===== config.mk =====
export PLATFORM = sky130hd
export DESIGN_NAME = nest_susp_ctrl
export DESIGN_NICKNAME = d
export VERILOG_FILES = /design/src/rtl/nsc_pkg.sv /design/src/rtl/nsc_cmd_decode.sv /design/src/rtl/nsc_down_cnt.sv /design/src/rtl/nsc_cmd_gate.sv /design/src/rtl/nest_susp_ctrl.sv
export SDC_FILE = /design/constraint.sdc
export NUM_CORES = 1
export LEC_CHECK = 0
export ABC_AREA = 1
export BUFFER_PORTS_ARGS = -buffer_cell sky130_fd_sc_hd__buf_2
export CAP_MARGIN = 25
export CORE_AREA = 2 2 57 69
export DETAILED_ROUTE_END_ITERATION = 10
export DIE_AREA = 0 0 59 71
export PLACE_DENSITY = 0.83
export SYNTH_ARGS = -nofsm -noshare
export SYNTH_HDL_FRONTEND = slang
export SYNTH_SLANG_ARGS = --single-unit
export TNS_END_PERCENT = 10

===== constraint.sdc =====
create_clock -name clk_i -period 2.79 [get_ports clk_i]
set_clock_uncertainty 0.15 [all_clocks]
set_input_delay 0.558 -clock clk_i [delete_from_list [all_inputs] [get_ports clk_i]]
set_output_delay 0.558 -clock clk_i [all_outputs]
set_load 0.03 [all_outputs]

===== src/rtl/nsc_pkg.sv =====
package nsc_pkg;
  localparam logic [3:0] CMD_RD_ARRAY   = 4'd0;
  localparam logic [3:0] CMD_RD_STATUS  = 4'd1;
  localparam logic [3:0] CMD_RD_QUERY   = 4'd2;
  localparam logic [3:0] CMD_CLR_STATUS = 4'd3;
  localparam logic [3:0] CMD_CONFIG     = 4'd4;
  localparam logic [3:0] CMD_PROGRAM    = 4'd5;
  localparam logic [3:0] CMD_ERASE      = 4'd6;
  localparam logic [3:0] CMD_SUSPEND    = 4'd7;
  localparam logic [3:0] CMD_RESUME     = 4'd8;

  localparam logic [1:0] RD_ARRAY  = 2'd0;
  localparam logic [1:0] RD_STATUS = 2'd1;
  localparam logic [1:0] RD_QUERY  = 2'd2;

  typedef enum logic [1:0] {CTX_IDLE, CTX_RUN, CTX_PEND, CTX_SUSP} ctx_e;

  typedef struct packed {
    logic is_read;
    logic is_clear;
    logic is_prog;
    logic is_erase;
    logic is_susp;
    logic is_resume;
    logic is_other;
  } cmd_dec_t;
endpackage


===== src/rtl/nsc_cmd_decode.sv =====
module nsc_cmd_decode
  import nsc_pkg::*;
(
  input  logic       valid_i,
  input  logic [3:0] cmd_i,
  output cmd_dec_t   dec_o
);
  always_comb begin
    dec_o = '0;
    if (valid_i) begin
      dec_o.is_read   = (cmd_i == CMD_RD_ARRAY) || (cmd_i == CMD_RD_STATUS) ||
                        (cmd_i == CMD_RD_QUERY);
      dec_o.is_clear  = (cmd_i == CMD_CLR_STATUS);
      dec_o.is_prog   = (cmd_i == CMD_PROGRAM);
      dec_o.is_erase  = (cmd_i == CMD_ERASE);
      dec_o.is_susp   = (cmd_i == CMD_SUSPEND);
      dec_o.is_resume = (cmd_i == CMD_RESUME);
      dec_o.is_other  = (cmd_i > CMD_RESUME);
    end
  end
endmodule


===== src/rtl/nsc_down_cnt.sv =====
module nsc_down_cnt #(
  parameter int unsigned W = 8
) (
  input  logic         clk_i,
  input  logic         rst_ni,
  input  logic         load_i,
  input  logic [W-1:0] load_val_i,
  input  logic         dec_i,
  output logic         last_o
);
  logic [W-1:0] cnt_q;

  always_ff @(posedge clk_i or negedge rst_ni) begin
    if (!rst_ni)          cnt_q <= '0;
    else if (load_i)      cnt_q <= load_val_i;
    else if (dec_i && (cnt_q != '0)) cnt_q <= cnt_q - 1'b1;
  end

  assign last_o = (cnt_q == W'(1));
endmodule


===== src/rtl/nsc_cmd_gate.sv =====
module nsc_cmd_gate
  import nsc_pkg::*;
(
  input  cmd_dec_t dec_i,
  input  ctx_e     e_st_i,
  input  ctx_e     p_st_i,
  input  logic     e_last_i,
  input  logic     p_last_i,
  output logic     busy_o,
  output logic     start_erase_o,
  output logic     start_prog_o,
  output logic     susp_erase_o,
  output logic     susp_prog_o,
  output logic     res_erase_o,
  output logic     res_prog_o,
  output logic     acc_read_o,
  output logic     acc_clear_o,
  output logic     seq_err_o
);
  logic any_susp, quiet, held;

  always_comb begin
    busy_o   = (e_st_i == CTX_RUN) || (e_st_i == CTX_PEND) ||
               (p_st_i == CTX_RUN) || (p_st_i == CTX_PEND);
    any_susp = (e_st_i == CTX_SUSP) || (p_st_i == CTX_SUSP);
    quiet    = !busy_o && !any_susp;
    held     = !busy_o && any_susp;

    start_erase_o = dec_i.is_erase && quiet;
    start_prog_o  = dec_i.is_prog && (quiet || (held && p_st_i == CTX_IDLE));
    // a suspend on the final work cycle loses to completion
    susp_prog_o   = dec_i.is_susp && (p_st_i == CTX_RUN) && !p_last_i;
    susp_erase_o  = dec_i.is_susp && (e_st_i == CTX_RUN) && !e_last_i;
    res_prog_o    = dec_i.is_resume && held && (p_st_i == CTX_SUSP);
    res_erase_o   = dec_i.is_resume && held && (p_st_i == CTX_IDLE);
    acc_read_o    = dec_i.is_read && !busy_o;
    acc_clear_o   = dec_i.is_clear && !busy_o;
    seq_err_o     = held && (dec_i.is_erase || dec_i.is_susp || dec_i.is_other ||
                             (dec_i.is_prog && p_st_i != CTX_IDLE));
  end
endmodule


===== src/rtl/nest_susp_ctrl.sv =====
module nest_susp_ctrl
  import nsc_pkg::*;
#(
  parameter int unsigned ERASE_CYCLES = 64,
  parameter int unsigned PROG_CYCLES  = 24,
  parameter int unsigned SUSP_LAT     = 4
) (
  input  logic       clk_i,
  input  logic       rst_ni,
  input  logic       cmd_valid_i,
  input  logic [3:0] cmd_i,
  output logic [7:0] sts_o,
  output logic       ry_by_o,
  output logic [1:0] rd_sel_o
);
  localparam int unsigned MAX_AB = (ERASE_CYCLES > PROG_CYCLES) ? ERASE_CYCLES : PROG_CYCLES;
  localparam int unsigned MAX_V  = (MAX_AB > SUSP_LAT) ? MAX_AB : SUSP_LAT;
  localparam int unsigned CW     = $clog2(MAX_V + 1);
  localparam int unsigned N_CNT  = 3;
  localparam int unsigned I_ERS  = 0;
  localparam int unsigned I_PRG  = 1;
  localparam int unsigned I_LAT  = 2;

  cmd_dec_t dec;
  ctx_e     e_st_q, e_st_d, p_st_q, p_st_d;
  logic     busy, start_erase, start_prog, susp_erase, susp_prog;
  logic     res_erase, res_prog, acc_read, acc_clear, seq_err;
  logic     err_q;
  logic [1:0] rd_sel_q;

  logic [N_CNT-1:0] cnt_load, cnt_dec, cnt_last;
  logic [CW-1:0]    cnt_val [N_CNT];

  nsc_cmd_decode u_dec (
    .valid_i (cmd_valid_i),
    .cmd_i   (cmd_i),
    .dec_o   (dec)
  );

  nsc_cmd_gate u_gate (
    .dec_i         (dec),
    .e_st_i        (e_st_q),
    .p_st_i        (p_st_q),
    .e_last_i      (cnt_last[I_ERS]),
    .p_last_i      (cnt_last[I_PRG]),
    .busy_o        (busy),
    .start_erase_o (start_erase),
    .start_prog_o  (start_prog),
    .susp_erase_o  (susp_erase),
    .susp_prog_o   (susp_prog),
    .res_erase_o   (res_erase),
    .res_prog_o    (res_prog),
    .acc_read_o    (acc_read),
    .acc_clear_o   (acc_clear),
    .seq_err_o     (seq_err)
  );

  always_comb begin
    cnt_load[I_ERS] = start_erase;
    cnt_val[I_ERS]  = CW'(ERASE_CYCLES);
    cnt_dec[I_ERS]  = (e_st_q == CTX_RUN);
    cnt_load[I_PRG] = start_prog;
    cnt_val[I_PRG]  = CW'(PROG_CYCLES);
    cnt_dec[I_PRG]  = (p_st_q == CTX_RUN);
    cnt_load[I_LAT] = susp_erase || susp_prog;
    cnt_val[I_LAT]  = CW'(SUSP_LAT);
    cnt_dec[I_LAT]  = (e_st_q == CTX_PEND) || (p_st_q == CTX_PEND);
  end

  for (genvar g = 0; g < N_CNT; g++) begin : g_cnt
    nsc_down_cnt #(.W(CW)) u_cnt (
      .clk_i      (clk_i),
      .rst_ni     (rst_ni),
      .load_i     (cnt_load[g]),
      .load_val_i (cnt_val[g]),
      .dec_i      (cnt_dec[g]),
      .last_o     (cnt_last[g])
    );
  end

  function automatic ctx_e ctx_next(ctx_e cur, logic start, logic last,
                                    logic susp, logic lat_last, logic resume);
    ctx_e nxt = cur;
    case (cur)
      CTX_IDLE: if (start) nxt = CTX_RUN;
      CTX_RUN:  if (last) nxt = CTX_IDLE; else if (susp) nxt = CTX_PEND;
      CTX_PEND: if (lat_last) nxt = CTX_SUSP;
      CTX_SUSP: if (resume) nxt = CTX_RUN;
      default:  nxt = CTX_IDLE;
    endcase
    return nxt;
  endfunction

  always_comb begin
    e_st_d = ctx_next(e_st_q, start_erase, cnt_last[I_ERS], susp_erase,
                      cnt_last[I_LAT], res_erase);
    p_st_d = ctx_next(p_st_q, start_prog, cnt_last[I_PRG], susp_prog,
                      cnt_last[I_LAT], res_prog);
  end

  always_ff @(posedge clk_i or negedge rst_ni) begin
    if (!rst_ni) begin
      e_st_q   <= CTX_IDLE;
      p_st_q   <= CTX_IDLE;
      err_q    <= 1'b0;
      rd_sel_q <= RD_ARRAY;
    end else begin
      e_st_q <= e_st_d;
      p_st_q <= p_st_d;
      if (seq_err)        err_q <= 1'b1;
      else if (acc_clear) err_q <= 1'b0;
      if (start_erase || start_prog || susp_erase || susp_prog || res_erase || res_prog)
        rd_sel_q <= RD_STATUS;
      else if (acc_read)
        rd_sel_q <= cmd_i[1:0];
    end
  end

  assign sts_o    = {!busy, (e_st_q == CTX_SUSP), err_q, err_q, 1'b0,
                     (p_st_q == CTX_SUSP), 2'b00};
  assign ry_by_o  = !busy;
  assign rd_sel_o = rd_sel_q;
endmodule


=== Yosys cells after proc, flatten, opt, wreduce, memory -nomap -nowiden ===
Index checks and enable logic that the tools add are counted.

* Bits in registers: 28
* Bits of input ports: 7
* Output and inout port bits: 11

* Add/sub/neg operators: 3
* Magnitude comparators: 1
* Equal/unequal tests: 24
* Multiplexer cells: 22
* Reductions and logical operators: 54

{| class="wikitable"
|+ Operator list
! operator !! count
|-
| $mux 7 || 7
|-
| $mux 2 || 11
|-
| $eq 7x1->1 const B || 3
|-
| $reduce_bool 7->1 || 3
|-
| $sub 7x1->7 const B || 3
|-
| $logic_and 1x1->1 || 19
|-
| $logic_or 1x1->1 || 17
|-
| $pmux 2 s4 || 2
|-
| $eq 4x3->1 const B || 3
|-
| $reduce_bool 2->1 || 6
|-
| $eq 2x2->1 const B || 4
|-
| $eq 4x2->1 const B || 2
|-
| $ne 2x1->1 const B || 4
|-
| $reduce_and 4->1 || 2
|-
| $ne 3x3->1 const B || 2
|-
| $eq 2x1->1 const B || 2
|-
| $eq 4x1->1 const B || 1
|-
| $eq 4x4->1 const B || 1
|-
| $gt 4x4->1 const B || 1
|-
| $logic_not 1->1 || 4
|-
| $logic_not 2->1 || 2
|-
| $logic_not 4->1 || 1
|-
| $ne 2x2->1 const B || 2
|-
| $mux 1 || 2
|}

=== Longest topological paths before layout ===
Gate-level depths: netlist (run 1).

* Word-level depth: 15
* Gate-level depth with buffers: 12
* Depth with buffers taken out: 12

=== Cells and area by module ===
A second synthesis (run 1) with hierarchy kept.

* Cells, all modules: 368
* Area, all modules: 2615.0 µm²

{| class="wikitable"
|+ By module, submodules not included
! module !! times used !! cells an instance !! area an instance (µm²) !! sequential area each (µm²)
|-
| nsc_down_cnt || 3 || 76 || 568.0 || 175.2
|-
| nest_susp_ctrl || 1 || 86 || 663.1 || 175.2
|-
| nsc_cmd_gate || 1 || 33 || 163.9 || 0.0
|-
| nsc_cmd_decode || 1 || 21 || 83.8 || 0.0
|}

=== Least setup slack after synthesis (run 1) ===
Ideal clock, no wire load.

* Kind: register to output
* Start point: reg e_st_q[0]
* End point: out sts_o[7]
* Arrival: 1302 ps
* Slack: 780 ps
* Stages on the path, launching flop included: 7
* Path buffers: 1
* Path through: dfrtp_1 > inv_1 > ha_1 > inv_1 > nand2_4 > inv_2 > buf_4

* Cells in the longest elaborated chain, start to end: 5
* Elaborated cells on any way between the ends: 6

{| class="wikitable"
|+ Ends and longest elaborated chain
! item !! line !! text
|-
| from (decl) || nest_susp_ctrl.sv:25 || <nowiki>ctx_e e_st_q, e_st_d, p_st_q, p_st_d;</nowiki>
|-
| from (signal assigned) || nest_susp_ctrl.sv:108 || <nowiki>e_st_q <= e_st_d;</nowiki>
|-
| $eq 2x1->1 / $eq 2x2->1 (equally long branches) || nsc_cmd_gate.sv:23 || <nowiki>busy_o = (e_st_i == CTX_RUN) || (e_st_i == CTX_PEND) ||</nowiki>
|-
| $logic_or 1x1->1 (*) (2 in a row) || nsc_cmd_gate.sv:23 ||
|-
| $logic_or 1x1->1 (*) || nsc_cmd_gate.sv:24 || <nowiki>(p_st_i == CTX_RUN) || (p_st_i == CTX_PEND);</nowiki>
|-
| $logic_not 1->1 (*) || n/a ||
|-
| to (decl) || nest_susp_ctrl.sv:12 || <nowiki>output logic [7:0] sts_o,</nowiki>
|}

Mark *: on every way between the ends. The rest lies on a longest branch, timed or not.

=== Worst setup path after layout (run 1) ===
* Start point: reg e_st_q[0]
* End point: out ry_by_o

* Cells in the longest elaborated chain, start to end: 5
* Elaborated cells on any way between the ends: 6

{| class="wikitable"
|+ Ends and longest elaborated chain
! item !! line !! text
|-
| $eq 2x1->1 / $eq 2x2->1 (equally long branches) || nsc_cmd_gate.sv:23 ||
|-
| $logic_or 1x1->1 (*) (2 in a row) || nsc_cmd_gate.sv:23 ||
|-
| $logic_or 1x1->1 (*) || nsc_cmd_gate.sv:24 ||
|-
| $logic_not 1->1 (*) || nest_susp_ctrl.sv:121 || <nowiki>assign ry_by_o = !busy;</nowiki>
|-
| to (decl) || nest_susp_ctrl.sv:13 || <nowiki>output logic ry_by_o,</nowiki>
|}

Marked as above.

==> results of run 1 <==
-- stage by stage --
| step | util | instance area, um^2 | std cells | worst slack (ns) |
|---|---|---|---|---|
| floorplan | - | 2080 | 277 | 0.780 |
| global placement | 0.607 | 2150 | 324 | 0.820 |
| detailed placement | 0.607 | 2150 | 324 | 0.771 |
| CTS | 0.627 | 2220 | 328 | 0.446 |
| global route | 0.627 | 2220 | 328 | 0.358 |
| finish | 0.627 | 2220 | 328 | 0.449 |
-- critical path, cell delays in order, from the launching register on --
cell	delay, ns
dfrtp_1	0.43
inv_1	0.08
ha_1	0.29
inv_1	0.15
nand2_4	0.08
inv_2	0.10
buf_2	0.22
-- flip-flops by register name, indices dropped and copies added, names as in the netlist --
name,count
err_q,1
rd_sel_o,2
p_st_q,2
e_st_q,2
g_cnt.u_cnt.cnt_q,21
-- routing by layer --
layer	GRT usage	vias up
met1	0.249	789
li1	-	899
met3	0.0256	2
met2	0.365	22
met4	0.0783	0
met5	0	-
-- power by group through the flow --
stage                     clock network, uW  logic (uW)  registers [uW]
final                                   323        1400             737
after global routing                    344        1600             766
after CTS                               330        1400             738
after detailed placement                  0        1400             746
after global placement                    0        1360             739
after floorplan                           0        1150             740
-- layout by cell type (no fill, tap or decap) --
| cell type | synthesis | layout |
|---|---|---|
| o21a_1 | 1 | 1 |
| o22ai_1 | 3 | 3 |
| buf_2 | 0 | 14 |
| nand2_2 | 6 | 6 |
| o21ai_2 | 1 | 1 |
| a31oi_4 | 1 | 1 |
| nand3b_1 | 3 | 3 |
| a21oi_1 | 5 | 5 |
| conb_1 | 1 | 3 |
| dfrtp_1 | 28 | 28 |
| nand4_1 | 9 | 9 |
| o21ai_1 | 3 | 3 |
| inv_2 | 6 | 6 |
| inv_1 | 37 | 37 |
| nand3_1 | 26 | 26 |
| nor2_2 | 8 | 8 |
| clkbuf_8 | 0 | 3 |
| o211ai_4 | 1 | 1 |
| inv_4 | 1 | 1 |
| nor2_1 | 25 | 25 |
| nand3_2 | 1 | 1 |
| xor2_1 | 5 | 5 |
| nor3b_1 | 1 | 1 |
| bufinv_16 | 0 | 1 |
| a21boi_0 | 1 | 1 |
| nand2_1 | 57 | 57 |
| nor2_4 | 4 | 4 |
| nor3_1 | 4 | 4 |
| ha_1 | 17 | 17 |
| nand2_4 | 2 | 2 |
| o21ai_0 | 12 | 12 |
-- how the worst min path moves through the flow --
stage	cells past startpoint	slack, ns	end	startpoint
after floorplan	0	0.11	e_st_q[0]	rst_ni
final	1	0.13	g_cnt[1].u_cnt.cnt_q[4]	rst_ni
after global routing	1	0.19	g_cnt[0].u_cnt.cnt_q[5]	rst_ni
after global placement	1	0.32	g_cnt[1].u_cnt.cnt_q[2]	g_cnt[1].u_cnt.cnt_q[2]
after detailed placement	1	0.33	g_cnt[1].u_cnt.cnt_q[2]	g_cnt[1].u_cnt.cnt_q[2]
after CTS	1	0.15	g_cnt[0].u_cnt.cnt_q[2]	rst_ni
-- cell families (layout without fill, tap and decap cells) --
kind of cell | count (synthesis) | in the layout
and+or+nand+nor | 146 | 146
buffers and inverters | 50 | 62
AOI/OAI and AO/OA | 28 | 28
DFF | 28 | 28
adders and majority gates | 17 | 17
xor gates and xnor gates | 5 | 5
other | 1 | 3
-- layout make-up --
type	instances	area (um^2)	share of cell area
clock buffer	3	41.3	0.0186
clock inverter	1	30.0	0.0135
inverter	44	168	0.0755
multi-input combinational	199	1160	0.523
sequential	28	701	0.315
tap	39	48.8	0.0220
timing repair buffer	14	70.1	0.0315
==> results.yml, run 1 <==
pwr:
  p_leak_uw: 0.00116
  finalPower_uw: 2460
  p_comb_frac: 0.569
  p_seq_frac: 0.300
  p_sw_uw: 1190
  p_per_area_nw_per_um2: 1110
  max-vdd-ir-drop_uv: 571
  clockPowerShare: 0.131
  internal_power_uw: 1260
  sw_frac_of_total: 0.486
grt:
  antenna_found_initial: 0
  grt_max_degree: 29
  track_usage: 0.206
  grt_pass1_vias: 1667
  gr-total-overflow: 0
  grt_pass1_wl_um: 6840
floorplan:
  die-area_um2: 4190
  io_pins: 18
  core_um2: 3540
  start_util: 0.584
  dieWidth_um: 59
  die_h_um: 71
  placementRows: 24
yosys:
  synth-compound-area-share: 0.0895
  synth_top_family_by_area: "simple AND/OR/NAND/NOR gates"
  yosysMostFrequentCell: "nand2_1"
  seq_area_frac_synth: 0.339
  synth_area_um2: 2070
  synthAdderAreaFrac: 0.103
  ys_seq_elements: 28
  synth_cell_type_count: 29
  synth_top_area_frac: 0.339
  synth_top_cell_by_area: "dfrtp_1"
  netlist_top_cells_count: "nand2_1 (57), inv_1 (37), dfrtp_1 (28), nand3_1 (26), nor2_1 (25)"
  post_synth_and_or_nand_nor_area_fraction: 0.343
  async_reset_ff_frac: 1.00
  netlist_instances: 275
  synthMuxAreaShare: 0
  yosysWarningCount: 0
  synth-edff-count: 0
  synth_top_flop_cell: "dfrtp_1"
  synthXorXnorAreaFrac: 0.0212
  postSynthAreaPerCell_um2: 7.52
  ys_top_cells_by_area: "dfrtp_1 (34%), nand2_1 (10%), ha_1 (10%), inv_1 (6.7%), nand3_1 (6.3%)"
cells_and_area:
  n_fill_cell: 311
  nNetsFinal: 314
  diodes: 0
  area_delta_synth_final_pct: 7.38
  drive_gt1_frac: 0.170
routing:
  drc_errors: 0
  drtIter0Drc: 87
  vias: 1712
  wl_um: 3860
  wl_met2_um: 1950
  highest_layer: "met4"
  viasPerCell: 5.22
  drtAntennaViolNets: 0
  wl_met1_um: 1780
  wire_per_inst_um: 11.8
  met3_length_um: 108
  dr.pass1.iters: 4
worst_setup_path:
  start_kind: "flip-flop"
  critPathCapture: "ry_by_o"
  cp_max_fo: 5
  crit_type: "reg2out"
  cp-end-kind: "output pin"
  crit_start: "e_st_q[0]"
  worstRegToRegCells: 10
  r2r-start: "e_st_q[0]"
  required_ns: 2.08
  reg2reg_slack_ns: 0.89
  timing.rr.end: "e_st_q[1]"
  arrival_ns: 1.63
place:
  hpwl_um: 2990
  portBuffers: 14
  gp_congestion: 0.892
timing:
  finalCriticalPeriod_ns: 2.34
  fmax_mhz: 427
  fin_tns_setup_ns: 0
  setup_viol: 0
  rsz0062_at_grt: "false"
  finalMaxSlewViolations: 0
  slew_headroom: 0.582
  finalHoldViolations: 0
  worst_pin_slew_ns: 0.628
  period_share: 0.839
  whs_ns: 0.132
worst_hold_path:
  hold_path_class: "in2async"
clock_network:
  clk_pin_slew_ns: 0.10
  htreeDepth: 1
  postCtsSetupBuffers: 0
  root_buffer: "clkbuf_8"
  cts_max_path_buffers: 2
  cts_hold_buf: 0
  clk_latency_ns: 0.28
  cts-buffers-inserted: 3
  cts_resized: 0
  clkSinkCount: 28
  tritoncts: "built"
status:
  status: "finished clean"
flow_run:
  maxCapViolCount: 0
Note: power is estimated with default switching activity, not from simulation.
==> inputs of run 2 (changes only) <==
--- a/config.mk
+++ b/config.mk
@@ -8,10 +8,10 @@
 export ABC_AREA = 1
 export BUFFER_PORTS_ARGS = -buffer_cell sky130_fd_sc_hd__buf_2
 export CAP_MARGIN = 25
-export CORE_AREA = 2 2 57 69
+export CORE_AREA = 2 2 60 73
 export DETAILED_ROUTE_END_ITERATION = 10
-export DIE_AREA = 0 0 59 71
-export PLACE_DENSITY = 0.83
+export DIE_AREA = 0 0 62 75
+export PLACE_DENSITY = 0.78
 export SYNTH_ARGS = -nofsm -noshare
 export SYNTH_HDL_FRONTEND = slang
 export SYNTH_SLANG_ARGS = --single-unit
==> constraint.sdc (replaced) <==
create_clock -name clk_i -period 2 [get_ports clk_i]
set_clock_uncertainty 0.15 [all_clocks]
set_input_delay 0.4 -clock clk_i [delete_from_list [all_inputs] [get_ports clk_i]]
set_output_delay 0.4 -clock clk_i [all_outputs]
set_load 0.03 [all_outputs]
==> results.yml, run 2 (synthesis gave the netlist of run 1 again) <==
clock_network:
  root_buffer: "clkbuf_8"
  tritoncts: "built"
  clk_pin_slew_ns: 0.10
  cts_hold_buf: 0
  clk_latency_ns: 0.28
  clkSinkCount: 28
  htreeDepth: 1
  cts-buffers-inserted: 3
  cts_max_path_buffers: 2
grt:
  grt_max_degree: 29
  grt_pass1_vias: 1618
  track_usage: 0.190
  grt_pass1_wl_um: 6690
  antenna_found_initial: 0
  gr-total-overflow: 0
pwr:
  p_per_area_nw_per_um2: 1570
  max-vdd-ir-drop_uv: 804
  p_leak_uw: 0.00120
  finalPower_uw: 3710
routing:
  wire_per_inst_um: 12.1
  viasPerCell: 5.14
  dr.pass1.iters: 4
  drtIter0Drc: 89
  drc_errors: 0
  wl_um: 4260
  drtAntennaViolNets: 0
  vias: 1803
cells_and_area:
  largest_register_ffs: 21
  regMostFlops: "g_cnt.u_cnt.cnt_q"
  area_delta_synth_final_pct: 14.5
  final_common_cell: "nand2_1"
  nNetsFinal: 322
  n_fill_cell: 350
  drive_gt1_frac: 0.229
  instances_no_fill: 351
  layout_common_cells: "nand2_1 (57), inv_1 (33), nand3_1 (26), dfrtp_1 (26), nor2_1 (25)"
  fin_util: 0.605
  diodes: 0
timing:
  setup_viol: 0
  finalMaxSlewViolations: 0
  rsz0062_at_grt: "true"
  finalHoldViolations: 28
  slew_headroom: 0.573
  worst_pin_slew_ns: 0.641
  fmax_mhz: 515
  finalCriticalPeriod_ns: 1.94
  whs_ns: -0.0199
  period_share: 0.972
status:
  violations: "hold timing"
  status: "finished, violations left"
worst_setup_path:
  slowest_stage: "dfrtp_2"
  cpPeakStageDelay_ns: 0.42
  required_ns: 1.45
  cp_max_fo: 5
  start_kind: "flip-flop"
  crit_chain: "inv_2, ha_4, nor2_4, nand2_4, inv_6, buf_6"
  crit_type: "reg2out"
  cp-end-kind: "output pin"
  arrival_ns: 1.39
place:
  gp_congestion: 0.815
  hpwl_um: 3000
  portBuffers: 14
  dp_cells: 339
floorplan:
  io_pins: 18
  core_um2: 3910
  start_util: 0.529
  die_h_um: 75
  placementRows: 25
  die-area_um2: 4650
  dieWidth_um: 62
worst_hold_path:
  hold_path_class: "in2async"
flow_run:
  maxCapViolCount: 0
[run 2: stage by stage]
step           setup WS [ns]  area, um^2  setup TNS, ns
2_1_floorplan          0.148        2080              0
3_3_place_gp           0.171        2170              0
3_5_place_dp           0.149        2170              0
4_1_cts             -0.00254        2280       -0.00254
5_1_grt              -0.0252        2370        -0.0456
6_report              0.0564        2370              0
[run 2: worst paths after layout]
| path | from | to | slack [ns] | depth (start not counted) |
|---|---|---|---|---|
| worst max-delay path | p_st_q[1] | sts_o[7] | 0.06 | 6 |
| worst min-delay path | rst_ni | g_cnt[0].u_cnt.cnt_q[2] | -0.02 | 1 |
| worst max register to register | p_st_q[0] | e_st_q[0] | 0.10 | 10 |
| worst min register to register | g_cnt[1].u_cnt.cnt_q[2] | g_cnt[1].u_cnt.cnt_q[2] | 0.33 | 1 |
| max in group asynchronous | rst_ni | p_st_q[0] | 1.26 | 1 |
| min in group clk_i | cmd_i[0] | rd_sel_o[0] | 0.30 | 3 |
[run 2: timing repair]
item,CTS,global route
pin swaps,1,3
cloned,0,0
endpoints found under the setup margin,2,6
setup buffers,3,5
gates resized for setup,8,12
[run 2: cell type report]
class,instances,area (um^2),area share
clock buffer,3,41.3,0.0174
clock inverter,1,30.0,0.0127
inverter,44,173,0.0729
multi-input combinational,199,1210,0.511
sequential,28,703,0.297
tap,54,67.6,0.0285
timing repair buffer,22,143,0.0603
[run 2: metal layers]
| layer | part of all wire | GRT usage | vias to the layer above | wire length (um) |
|---|---|---|---|---|
| li1 | - | - | 913 | - |
| met1 | 0.43 | 0.215 | 855 | 1830 |
| met2 | 0.52 | 0.348 | 26 | 2230 |
| met3 | 0.027 | 0.0223 | 9 | 116 |
| met4 | 0.020 | 0.0780 | 0 | 86 |
| met5 | 0 | 0 | - | 0 |
[run 2: power by group]
group          switching [uW]  internal, uW
Combinational            1380           853
Sequential                206           829
Clock                     183           268
[run 2: worst max-delay path, delay by kind of cell, from the launching register on]
kind / cells / cell delay [ns]
adders and majority gates: 1 / 0.18
buffers and inverters: 3 / 0.28
DFF: 1 / 0.42
and+or+nand+nor: 2 / 0.23
==> inputs of run 3 (changes only) <==
--- a/config.mk
+++ b/config.mk
@@ -5,13 +5,13 @@
 export SDC_FILE = /design/constraint.sdc
 export NUM_CORES = 1
 export LEC_CHECK = 0
-export ABC_AREA = 1
 export BUFFER_PORTS_ARGS = -buffer_cell sky130_fd_sc_hd__buf_2
 export CAP_MARGIN = 25
-export CORE_AREA = 2 2 60 73
+export CORE_AREA = 2 2 64 78
+export CTS_CLUSTER_SIZE = 12
 export DETAILED_ROUTE_END_ITERATION = 10
-export DIE_AREA = 0 0 62 75
-export PLACE_DENSITY = 0.78
+export DIE_AREA = 0 0 66 80
+export PLACE_DENSITY = 0.68
 export SYNTH_ARGS = -nofsm -noshare
 export SYNTH_HDL_FRONTEND = slang
 export SYNTH_SLANG_ARGS = --single-unit
==> results.yml, run 3 <==
grt:
  grt_use_met2: 0.318
  grt_pass1_wl_um: 7310
  met3_usage: 0.0296
  grt_max_degree: 29
  grt_use_met1: 0.215
  gr-total-overflow: 0
  grt_pass1_vias: 1650
  busiest_layer: "met2"
  track_usage: 0.178
  antenna_found_initial: 0
worst_setup_path:
  arrival_ns: 1.56
  cp-end-kind: "output pin"
  required_ns: 1.45
  start_kind: "flip-flop"
  cp_max_fo: 4
  worstRegToRegCells: 7
  crit_type: "reg2out"
timing:
  finalMaxSlewViolations: 0
  worst_slack_ns: -0.105
  worst_pin_slew_ns: 0.663
  period_share: 1.05
  fmax_mhz: 475
  finalHoldViolations: 28
  finalCriticalPeriod_ns: 2.11
  whs_ns: -0.0128
  slew_headroom: 0.558
  rsz0062_at_grt: "true"
  setup_viol: 11
cells_and_area:
  area_delta_synth_final_pct: 23.3
  nNetsFinal: 270
  final_common_cell: "buf_4"
  layout_common_cells: "buf_4 (30), dfrtp_1 (28), nor2_1 (21)"
  regMostFlops: "g_cnt.u_cnt.cnt_q"
  drive_gt1_frac: 0.322
  largest_register_ffs: 21
  fin_area_um2: 2430
  diodes: 0
floorplan:
  core_um2: 4530
  placementRows: 27
  dieWidth_um: 66
  die-area_um2: 5280
  io_pins: 18
  die_h_um: 80
  start_util: 0.436
clock_network:
  cts-buffers-inserted: 3
  clk_latency_ns: 0.28
  cts_max_path_buffers: 2
  tritoncts: "built"
  htreeDepth: 1
  root_buffer: "clkbuf_8"
  cts_hold_buf: 0
  clk_pin_slew_ns: 0.10
  clkSinkCount: 28
yosys:
  netlist_top_cells_count: "dfrtp_1 (28), nor2_1 (21), inv_1 (18), ha_1 (17), o21ai_0 (10)"
  synth-edff-count: 0
  postSynthAreaPerCell_um2: 9.58
  synth_area_um2: 1970
  synth_top_area_frac: 0.355
  yosysMostFrequentCell: "dfrtp_1"
  synth_top_flop_cell: "dfrtp_1"
  ys_top_cells_by_area: "dfrtp_1 (36%), ha_1 (11%), nor2_1 (4.0%), xor2_1 (4.0%), inv_1 (3.4%)"
  seq_area_frac_synth: 0.355
  async_reset_ff_frac: 1.00
  ys_seq_elements: 28
  synth_cell_type_count: 53
  yosysWarningCount: 0
  synth_top_cell_by_area: "dfrtp_1"
  netlist_instances: 206
worst_hold_path:
  hold_path_class: "in2async"
status:
  violations: "hold timing, setup timing"
  status: "finished, violations left"
routing:
  wl_um: 4190
  drtIter0Drc: 58
  vias: 1631
  wire_per_inst_um: 13.8
  drtAntennaViolNets: 0
  viasPerCell: 5.38
  drc_errors: 0
  dr.pass1.iters: 4
pwr:
  p_leak_uw: 0.00104
  max-vdd-ir-drop_uv: 602
  p_per_area_nw_per_um2: 1540
place:
  gp_congestion: 0.832
  portBuffers: 14
  hpwl_um: 3100
  place_area_um2: 2270
flow_run:
  maxCapViolCount: 0
[run 3: cell type report]
class,count,area [um^2]
Timing Repair Buffer,45,325
Fill cell,408,2090
Multi-Input combinational cell,150,1210
Clock buffer,4,55.1
Inverter,18,70.1
Tap cell,58,72.6
Sequential cell,28,701
[run 3: kinds of logic (layout without fill, tap and decap cells)]
kind of cell / count (synthesis) / in the layout / share of synthesized area
AND/OR/NAND/NOR: 64 / 64 / 0.195
adder cells (fa/ha/maj): 17 / 17 / 0.108
flip-flops: 28 / 28 / 0.355
buffers and inverters: 30 / 67 / 0.0729
XOR/XNOR: 14 / 14 / 0.0621
AO/OA/AOI/OAI: 47 / 47 / 0.179
multiplexers: 5 / 5 / 0.0260
other: 1 / 3 / 0.00190
[run 3: worst max-delay path, stage by stage (launching register included)]
cell and delay, ns:
dfrtp_1 0.40, inv_2 0.05, ha_2 0.19, or3_4 0.43, inv_4 0.08, buf_6 0.12
[run 3: through the flow]
stage,setup TNS (ns),setup slack (ns),util,power [uW],std cells
floorplan,-1.13,-0.180,-,2550,208
global placement,-0.430,-0.122,0.501,3080,295
detailed placement,-0.784,-0.177,0.501,3140,295
CTS,-0.747,-0.110,0.532,3730,303
global route,-2.44,-0.178,0.537,4080,303
finish,-0.753,-0.105,0.537,3740,303
[run 3: report_power, final]
| part | internal (uW) | total (uW) | switching, uW | leakage [uW] |
|---|---|---|---|---|
| clock | 177 | 362 | 186 | 0.0000288 |
| combinational | 1100 | 2330 | 1230 | 0.000691 |
| sequential | 844 | 1050 | 208 | 0.000319 |
| total | 2120 | 3740 | 1620 | 0.00104 |
[run 3: routing by layer]
metal	wire length, um	up-vias
li1	-	818
met1	1850	787
met2	2170	20
met3	104	6
met4	61	0
met5	0	-
[run 3: worst paths after layout]
check	start	to	slack, ns
worst max-delay path	p_st_q[1]	sts_o[7]	-0.11
max in group asynchronous	rst_ni	p_st_q[0]	1.29
min in group clk_i	err_q	err_q	0.38
worst max register to register	p_st_q[1]	rd_sel_o[1]	-0.09
worst min register to register	err_q	err_q	0.38
worst min-delay path	rst_ni	g_cnt[0].u_cnt.cnt_q[2]	-0.01
[run 3: timing repair]
action,in CTS,in global routing
gates resized for setup,16,6
pin swaps,5,0
setup endpoints to repair,17,24
buffers inserted,4,0
